## config.mk

```make
export PLATFORM = sky130hd
export DESIGN_NAME = adc_window_watch
export DESIGN_NICKNAME = d
export VERILOG_FILES = /design/src/rtl/awd_pkg.sv /design/src/rtl/awd_guard_sel.sv /design/src/rtl/awd_window_cmp.sv /design/src/rtl/awd_out_fsm.sv /design/src/rtl/awd_flag.sv /design/src/rtl/adc_window_watch.sv
export SDC_FILE = /design/constraint.sdc
export NUM_CORES = 1
export LEC_CHECK = 0
export BUFFER_PORTS_ARGS = -buffer_cell sky130_fd_sc_hd__clkbuf_2
export CAP_MARGIN = 20
export CORE_ASPECT_RATIO = 1.5
export CORE_UTILIZATION = 44
export CTS_BUF_LIST = sky130_fd_sc_hd__clkbuf_4 sky130_fd_sc_hd__clkbuf_8
export CTS_CLUSTER_DIAMETER = 30
export CTS_CLUSTER_SIZE = 25
export DETAILED_ROUTE_END_ITERATION = 8
export PLACE_DENSITY = 0.88
export SETUP_SLACK_MARGIN = 0.5
export SLEW_MARGIN = 10
export SYNTH_ARGS = -nofsm -noshare
export SYNTH_HDL_FRONTEND = slang
export SYNTH_SLANG_ARGS = --single-unit
```

## constraint.sdc

```tcl
create_clock -name clk -period 2.4 [get_ports clk]
set_clock_uncertainty 0.05 [all_clocks]
set_input_delay 0.12 -clock clk [delete_from_list [all_inputs] [get_ports clk]]
set_output_delay 0.12 -clock clk [all_outputs]
set_load 0.05 [all_outputs]
```

## src/rtl/awd_pkg.sv

```systemverilog
package awd_pkg;

    typedef enum logic [1:0] {
        ST_DISARMED = 2'd0,
        ST_INSIDE   = 2'd1,
        ST_OUTSIDE  = 2'd2
    } wd_state_e;

endpackage

```

## src/rtl/awd_guard_sel.sv

```systemverilog
module awd_guard_sel #(
    parameter int N_CHAN = 19,
    parameter int CHAN_W = 5
) (
    input  logic [CHAN_W-1:0] conv_chan,
    input  logic [N_CHAN-1:0] guard_mask,
    input  logic              guard_all,
    output logic              guarded
);

    logic [N_CHAN-1:0] chan_hit;

    // One decoded compare per channel; channels at or beyond N_CHAN never match.
    for (genvar gi = 0; gi < N_CHAN; gi++) begin : g_chan
        always_comb chan_hit[gi] = guard_mask[gi] && (conv_chan == CHAN_W'(gi));
    end

    always_comb guarded = guard_all || (|chan_hit);

endmodule

```

## src/rtl/awd_window_cmp.sv

```systemverilog
module awd_window_cmp #(
    parameter int DATA_W = 12
) (
    input  logic [DATA_W-1:0] sample,
    input  logic [DATA_W-1:0] bound_lo,
    input  logic [DATA_W-1:0] bound_hi,
    output logic              outside
);

    logic below;
    logic above;

    // Bounds are inclusive: only strict excursions count as outside.
    always_comb begin
        below   = sample < bound_lo;
        above   = sample > bound_hi;
        outside = below || above;
    end

    always_comb begin
        if (outside) begin
            assert (sample != bound_lo && sample != bound_hi);
        end
    end

endmodule

```

## src/rtl/awd_out_fsm.sv

```systemverilog
module awd_out_fsm
    import awd_pkg::*;
(
    input  logic clk,
    input  logic rst,
    input  logic wd_enable,
    input  logic adc_disable,
    input  logic stop_regular,
    input  logic stop_injected,
    input  logic eval,
    input  logic outside,
    output logic level
);

    wd_state_e state;
    wd_state_e state_nx;

    always_comb begin
        state_nx = state;
        if (!wd_enable || adc_disable) begin
            state_nx = ST_DISARMED;                         // disarm
        end else begin
            unique case (state)
                ST_DISARMED: state_nx = (eval && outside) ? ST_OUTSIDE : ST_INSIDE; // arm
                ST_INSIDE:   if (eval && outside)  state_nx = ST_OUTSIDE;           // trip
                ST_OUTSIDE:  if (eval && !outside) state_nx = ST_INSIDE;            // recover
                default:     state_nx = ST_DISARMED;
            endcase
        end
    end

    always_ff @(posedge clk) begin
        if (rst) state <= ST_DISARMED;
        else     state <= state_nx;
    end

    always_comb begin
        unique case (state)
            ST_OUTSIDE: level = 1'b1;
            default:    level = 1'b0;
        endcase
    end

    AST_TRIP_RAISES: assert property (@(posedge clk) disable iff (rst)
        (wd_enable && !adc_disable && eval && outside) |=> level);

    AST_RECOVER_DROPS: assert property (@(posedge clk) disable iff (rst)
        (wd_enable && !adc_disable && eval && !outside) |=> !level);

    AST_NO_EVAL_HOLDS: assert property (@(posedge clk) disable iff (rst)
        (wd_enable && !adc_disable && !eval) |=> $stable(level));

    AST_OFF_LOW: assert property (@(posedge clk) disable iff (rst)
        (!wd_enable) |=> !level);

    AST_DISABLE_LOW: assert property (@(posedge clk) disable iff (rst)
        (adc_disable) |=> !level);

    AST_STOP_NEUTRAL: assert property (@(posedge clk) disable iff (rst)
        ((stop_regular || stop_injected) && wd_enable && !adc_disable && !eval)
        |=> $stable(level));

endmodule

```

## src/rtl/awd_flag.sv

```systemverilog
module awd_flag (
    input  logic clk,
    input  logic rst,
    input  logic set_hit,
    input  logic clr,
    output logic flag
);

    always_ff @(posedge clk) begin
        if (rst)          flag <= 1'b0;
        else if (set_hit) flag <= 1'b1;
        else if (clr)     flag <= 1'b0;
    end

    AST_SET_BEATS_CLEAR: assert property (@(posedge clk) disable iff (rst)
        set_hit |=> flag);

    AST_FLAG_STICKY: assert property (@(posedge clk) disable iff (rst)
        (!set_hit && !clr) |=> $stable(flag));

    AST_CLEAR_WORKS: assert property (@(posedge clk) disable iff (rst)
        (!set_hit && clr) |=> !flag);

endmodule

```

## src/rtl/adc_window_watch.sv

```systemverilog
module adc_window_watch #(
    parameter int DATA_W = 12,
    parameter int N_CHAN = 19,
    parameter int CHAN_W = $clog2(N_CHAN)
) (
    input  logic              clk,
    input  logic              rst,
    input  logic              conv_done,
    input  logic [DATA_W-1:0] conv_data,
    input  logic [CHAN_W-1:0] conv_chan,
    input  logic [N_CHAN-1:0] guard_mask,
    input  logic              guard_all,
    input  logic [DATA_W-1:0] thr_low,
    input  logic [DATA_W-1:0] thr_high,
    input  logic              wd_enable,
    input  logic              adc_disable,
    input  logic              stop_regular,
    input  logic              stop_injected,
    input  logic              flag_clear,
    output logic              win_level,
    output logic              win_flag
);

    logic guarded;
    logic outside;
    logic eval;
    logic set_hit;

    awd_guard_sel #(.N_CHAN(N_CHAN), .CHAN_W(CHAN_W)) u_guard (
        .conv_chan  (conv_chan),
        .guard_mask (guard_mask),
        .guard_all  (guard_all),
        .guarded    (guarded)
    );

    awd_window_cmp #(.DATA_W(DATA_W)) u_cmp (
        .sample   (conv_data),
        .bound_lo (thr_low),
        .bound_hi (thr_high),
        .outside  (outside)
    );

    always_comb begin
        eval    = conv_done && guarded;
        set_hit = eval && outside && wd_enable;
    end

    awd_out_fsm u_fsm (
        .clk           (clk),
        .rst           (rst),
        .wd_enable     (wd_enable),
        .adc_disable   (adc_disable),
        .stop_regular  (stop_regular),
        .stop_injected (stop_injected),
        .eval          (eval),
        .outside       (outside),
        .level         (win_level)
    );

    awd_flag u_flag (
        .clk     (clk),
        .rst     (rst),
        .set_hit (set_hit),
        .clr     (flag_clear),
        .flag    (win_flag)
    );

    AST_UNGUARDED_FLAG: assert property (@(posedge clk) disable iff (rst)
        (conv_done && !guarded && !flag_clear) |=> $stable(win_flag));

endmodule

```

# Word-level counts from Yosys, hierarchy flattened
# Cells that the tools add are included.
dict set report word_totals {
  romBits 0
  memories 0
  latch_bits 0
  ff_bits 3
  output_inout_bits 2
  elab_cells 67
  mem_bits_rw 0
}
dict set report op_classes {
  shifts 0
  add_sub_neg 0
  eq_ne 22
  n_reduce_logical 34
  multipliers 0
  n_lt_le_gt_ge 2
  muxes 7
  div 0
  n_bitwise 0
}
# cell n
set ops {}
lappend ops {{$eq 5x4->1 const B} 8}
lappend ops {{$logic_and 1x1->1} 23}
lappend ops {{$eq 5x3->1 const B} 4}
lappend ops {{$reduce_or 19->1} 1}
lappend ops {{$eq 5x5->1 const B} 3}
lappend ops {{$gt 12x12->1} 1}
lappend ops {{$lt 12x12->1} 1}
lappend ops {{$eq 5x2->1 const B} 2}
lappend ops {{$mux 2} 3}
lappend ops {{$pmux 2 s3} 1}
lappend ops {{$eq 5x1->1 const B} 1}
lappend ops {{$logic_not 5->1} 1}
lappend ops {{$logic_or 1x1->1} 3}
lappend ops {{$mux 1} 3}
lappend ops {{$eq 2x1->1 const B} 1}
lappend ops {{$eq 2x2->1 const B} 1}
lappend ops {{$logic_not 1->1} 2}
lappend ops {{$logic_not 2->1} 1}
lappend ops {{$ne 2x1->1 const B} 1}
lappend ops {{$ne 2x2->1 const B} 1}
lappend ops {{$reduce_and 2->1} 1}
lappend ops {{$reduce_bool 2->1} 1}
lappend ops {{$reduce_or 2->1} 1}

# Longest topological paths before layout
dict set report logic_depth {
  ltp_word 8
  depth_mapped 8
  depth_no_buf 8
}

# By module
# Synthesis repeated with hierarchy kept, for this count alone.
dict set report hier_totals {
  cells_unflattened 115
  area_unflattened_um2 920.9
}
# mod n_inst area_per_inst_um2 seq_area_each_um2 cells_each
set modules_own_cells {}
lappend modules_own_cells {awd_window_cmp 1 590.6 0.0 83}
lappend modules_own_cells {awd_guard_sel 1 188.9 0.0 18}
lappend modules_own_cells {awd_out_fsm 1 86.3 40.0 8}
lappend modules_own_cells {awd_flag 1 38.8 20.0 4}
lappend modules_own_cells {adc_window_watch 1 16.3 0.0 2}

# Least setup slack after synthesis
# No wires, ideal clock.
dict set report synth_timing {
  path_type {input to register}
  start {input conv_chan[0]}
  end {register u_flag.flag}
  arrival_ns 1.428
  stages 7
  t_required_ns 2.235
  path_buffers 1
  path_slack_ns 0.806
  cell_sequence {buf_6 mux4_2 a32oi_1 a311oi_1 a21oi_2 a21oi_1 a31o_1}
}
dict set report synth_between {
  elab_chain_cells 8
  word_cells_on_any_way 45
  classes_between {eq/ne: 18; mux: 1; reduce/logical: 26}
}
# element line
set synth_lines {}
lappend synth_lines {{from (decl)} adc_window_watch.sv:10} ;# input logic [CHAN_W-1:0] conv_chan,
lappend synth_lines {{$eq 5x1->1, or another cell as far along} awd_guard_sel.sv:15} ;# always_comb chan_hit[gi] = guard_mask[gi] && (conv_chan == CHAN_W'(gi));
lappend synth_lines {{$logic_and 1x1->1} awd_guard_sel.sv:15}
lappend synth_lines {{$reduce_or 19->1 *} awd_guard_sel.sv:18} ;# always_comb guarded = guard_all || (|chan_hit);
lappend synth_lines {{$logic_or 1x1->1 *} awd_guard_sel.sv:18}
lappend synth_lines {{$logic_and 1x1->1 *} adc_window_watch.sv:44} ;# eval = conv_done && guarded;
lappend synth_lines {{$logic_and 1x1->1 * (2 in a row)} adc_window_watch.sv:45} ;# set_hit = eval && outside && wd_enable;
lappend synth_lines {{$mux 1 / $reduce_bool 2->1 (equally long branches)} -}
lappend synth_lines {{to (signal assigned)} awd_flag.sv:10} ;# if (rst) flag <= 1'b0;
lappend synth_lines {{to (signal assigned)} awd_flag.sv:11} ;# else if (set_hit) flag <= 1'b1;
lappend synth_lines {{to (signal assigned)} awd_flag.sv:12} ;# else if (clr) flag <= 1'b0;
lappend synth_lines {{to (decl)} awd_flag.sv:6} ;# output logic flag
# Every way passes the cells marked *; elsewhere a longest branch is shown, timed or not.
# A chain may end at the register's enable or synchronous reset.

# Worst setup path after layout
# Same ends and word-level chain as after synthesis.

==> results by group <==
GRT
  • Vias in the first global route: between 1000 and 1500
  • GRT Util Overall: roughly a quarter
  • Overflow after GRT: 0
  • First-pass GRT wire length: 3815 um
  • Largest net degree at the start of global routing: 7
  • Initial antenna violation count: 0

Setup path
  • Max incr delay on CP: 520 ps
  • Arr. time, crit path: between 1500 and 2000 ps
  • Worst Setup SP: conv_chan[0]
  • Crit path buf inv count: 1
  • R2r setup slk: 1630 ps
  • Critical R2R Launch: u_fsm.state[0]$_SDFFE_PP0P_
  • Slowest cell on crit path: mux4_2
  • Crit end category: register
  • Worst Setup Start Kind: input port
  • Crit path to: u_flag.flag$_SDFFE_PP0P_
  • Crit Path Max Fanout: 6
  • CP cell instances: clkbuf_2 -> mux4_2 -> a32oi_1 -> a311oi_1 -> a21oi_2 -> a21oi_1 -> a31o_1
  • Crit path max-delay family: compound AO/OA/AOI/OAI gates
  • Reg2reg end: u_fsm.state[0]$_SDFFE_PP0P_
  • Critical Path RT: 2470 ps
  • Crit Path Class: input port to register
  • Logic depth of the worst path, buffers included: 7
  • FF-to-FF path depth: 2

Detailed routing
  • Routed len/inst: ~11 um
  • Via-per-instance ratio: 5.261
  • DRT antenna net count: 0
  • Post-Route WL: 2295 um
  • Via count: 1068
  • Initial DRC Count: 10
  • Detailed-route DRC error count: 0
  • First-pass DRT Iterations: 4

STA
  • Final setup viols: 0
  • Achievable Freq: 643.2 MHz
  • Final setup TNS: 0 ps
  • Min cycle time layout: 1555 ps
  • Relative slew slack: 82.14%
  • Slew Limit Fails: 0
  • Final hold vios: 0
  • RSZ-0062 raised after global routing: no
  • Fin crit share: 64.78%
  • Hold_ws: 69.32 ps
  • Worst slew pin tran: about 270 ps

Clocking
  • # resized after CTS: 0
  • CTS sink cnt: 3
  • CTS max path bufs: 2
  • Later-pin clock latency in the skew report: 240 ps
  • Setup bufs post-CTS: 0
  • Root buf cell: clkbuf_4
  • CTS tree: built
  • Post-CTS Hold Fix Bufs: 0
  • Clock transition at the registers of the reported paths: 40 ps
  • Htree depth: 1
  • CTS buffer count: 3

Synth
  • Netlist cell types: 27
  • Seq/Total Area, Yosys: 6.751%
  • Mapped Cells: 111
  • Post-Syn Area: 889.6 um2
  • Post-synth EDFFs: 0
  • Syn_nets: around 200
  • Post-synth top flop: dfxtp_1
  • Synth warn: 0
  • Post-synthesis register bit count: 3
  • Post-synthesis async set-or-reset flop share: 0%
  • Syn_area_per_cell: around 8 um2

Final layout
  • Reg area: 60.06 um2
  • Fraction of layout cells with a size suffix above 1: 41.21%
  • Filler cells: roughly 170
  • ANT cells: 0
  • P&R area growth vs syn: 43.32%
  • Multi-input logic area: 724.4 um2
  • Layout net count: 275

Power
  • Peak supply drop: roughly 0.00018 V
  • Power per Cell Area: 269.3 nW/um2
  • Leak Pwr: 0.7864 nW

Run
  • Max-cap viol count: 0

Floorplan
  • DIE HEIGHT: 57.07 um
  • Die width: roughly 39 um
  • Core footprint: around 1900 um2
  • Row cnt: 19
  • Initial core utilization: between 40% and 50%
  • # IOs: about 70
  • Die ar.: 2209 um2

Run status
  • Status: finished clean

Worst hold path
  • Worst Hold Depth: 2
  • Hold Path Class: input port to register

Placed design
  • Routability cong.: 0.7593
  • Dpl hpwl: 2168 um
  • Buffers on Ports: 68
[flip-flops by register name (all words and copies together), names as in the netlist]
name and count:
u_flag.flag 1, u_fsm.state 2
[layout make-up]
type | instances | area share (%)
flip-flops and latches | 3 | 4.711
well taps | 21 | 2.061
repair buffers | 68 | 26.69
inverters | 25 | 7.360
clock buffers | 4 | 2.355
multi-input cells | 82 | 56.82
[metal layers]
layer,global-route usage [%],part of all wire (%),vias to the layer above
li1,-,-,545
met1,21.04,35,466
met2,48.33,58,52
met3,2.335,6.3,5
met4,6.897,1.0,0
met5,0,0,-
[Yosys cell counts (2+ instances only)]
cell | count | area share, %
nor2b_1 | 3 | 2.1
mux2i_1 | 2 | 2.3
mux4_2 | 2 | 5.1
dfxtp_1 | 3 | 6.8
nand2_1 | 6 | 2.5
nand4_1 | 4 | 2.8
nor3_1 | 2 | 1.1
inv_1 | 25 | 11
o21ai_0 | 3 | 1.7
ha_1 | 23 | 32
a21o_1 | 2 | 1.7
a31o_1 | 2 | 2.0
nor2_1 | 2 | 0.84
nand3b_1 | 3 | 2.5
nor3b_1 | 2 | 1.7
o21ai_1 | 3 | 1.7
o211ai_1 | 2 | 1.7
mux4_1 | 2 | 5.9
a21oi_1 | 12 | 6.8
[stage by stage]
step           instance area (um2)  utilization, %  power [W]  std cells  worst slack (ps)
2_1_floorplan                889.6               -  0.0001611        111             806.3
3_3_place_gp                  1245           67.14  0.0002304        199             651.4
3_5_place_dp                  1245           67.14  0.0002433        199             591.4
4_1_cts                       1275           68.76  0.0003455        203             832.9
5_1_grt                       1275           68.76  0.0003711        203             703.0
6_report                      1275           68.76  0.0003433        203             845.2
[report_power, final]
group          internal, W  total (W)  switching [W]  leakage (nW)
sequential       0.0000524  0.0000536     0.00000119        0.0244
clock            0.0000737   0.000102      0.0000285        0.0184
combinational     0.000100   0.000188      0.0000875         0.744
[worst min path at each step]
stage | startpoint | to
6_report | wd_enable | u_flag.flag$_SDFFE_PP0P_
5_1_grt | wd_enable | u_flag.flag$_SDFFE_PP0P_
4_1_cts | wd_enable | u_flag.flag$_SDFFE_PP0P_
3_5_place_dp | wd_enable | u_flag.flag$_SDFFE_PP0P_
3_3_place_gp | wd_enable | u_flag.flag$_SDFFE_PP0P_
2_1_floorplan | wd_enable | u_flag.flag$_SDFFE_PP0P_
[placed cells by master, fill, tap and decap left out]
master    Yosys  final
nand4_1       4      4
nor2_1        2      2
a21oi_2       1      1
and3b_1       1      1
a211oi_1      1      1
mux2i_1       2      2
nor2b_1       3      3
dfxtp_1       3      3
o211a_1       1      1
nand2_1       6      6
o21a_1        1      1
a21o_1        2      2
o211ai_1      2      2
nand3b_1      3      3
inv_1        25     25
ha_1         23     23
nor3b_1       2      2
nor3_1        2      2
a32oi_1       1      1
clkbuf_4      0      4
mux4_1        2      2
a31o_1        2      2
a21oi_1      12     12
clkbuf_2      0     68
o21ai_0       3      3
a311oi_1      1      1
mux4_2        2      2
o21ai_1       3      3
[cells by family after synthesis]
| logic type | after synthesis | share of synthesized area [%] |
|---|---|---|
| fa+ha+maj | 23 | 32.35 |
| flops | 3 | 6.751 |
| simple gates | 23 | 14.63 |
| mux | 6 | 13.22 |
| buf+inv | 26 | 11.81 |
| compound gates | 30 | 21.24 |
No activity file was read; power rests on OpenSTA's default activity.
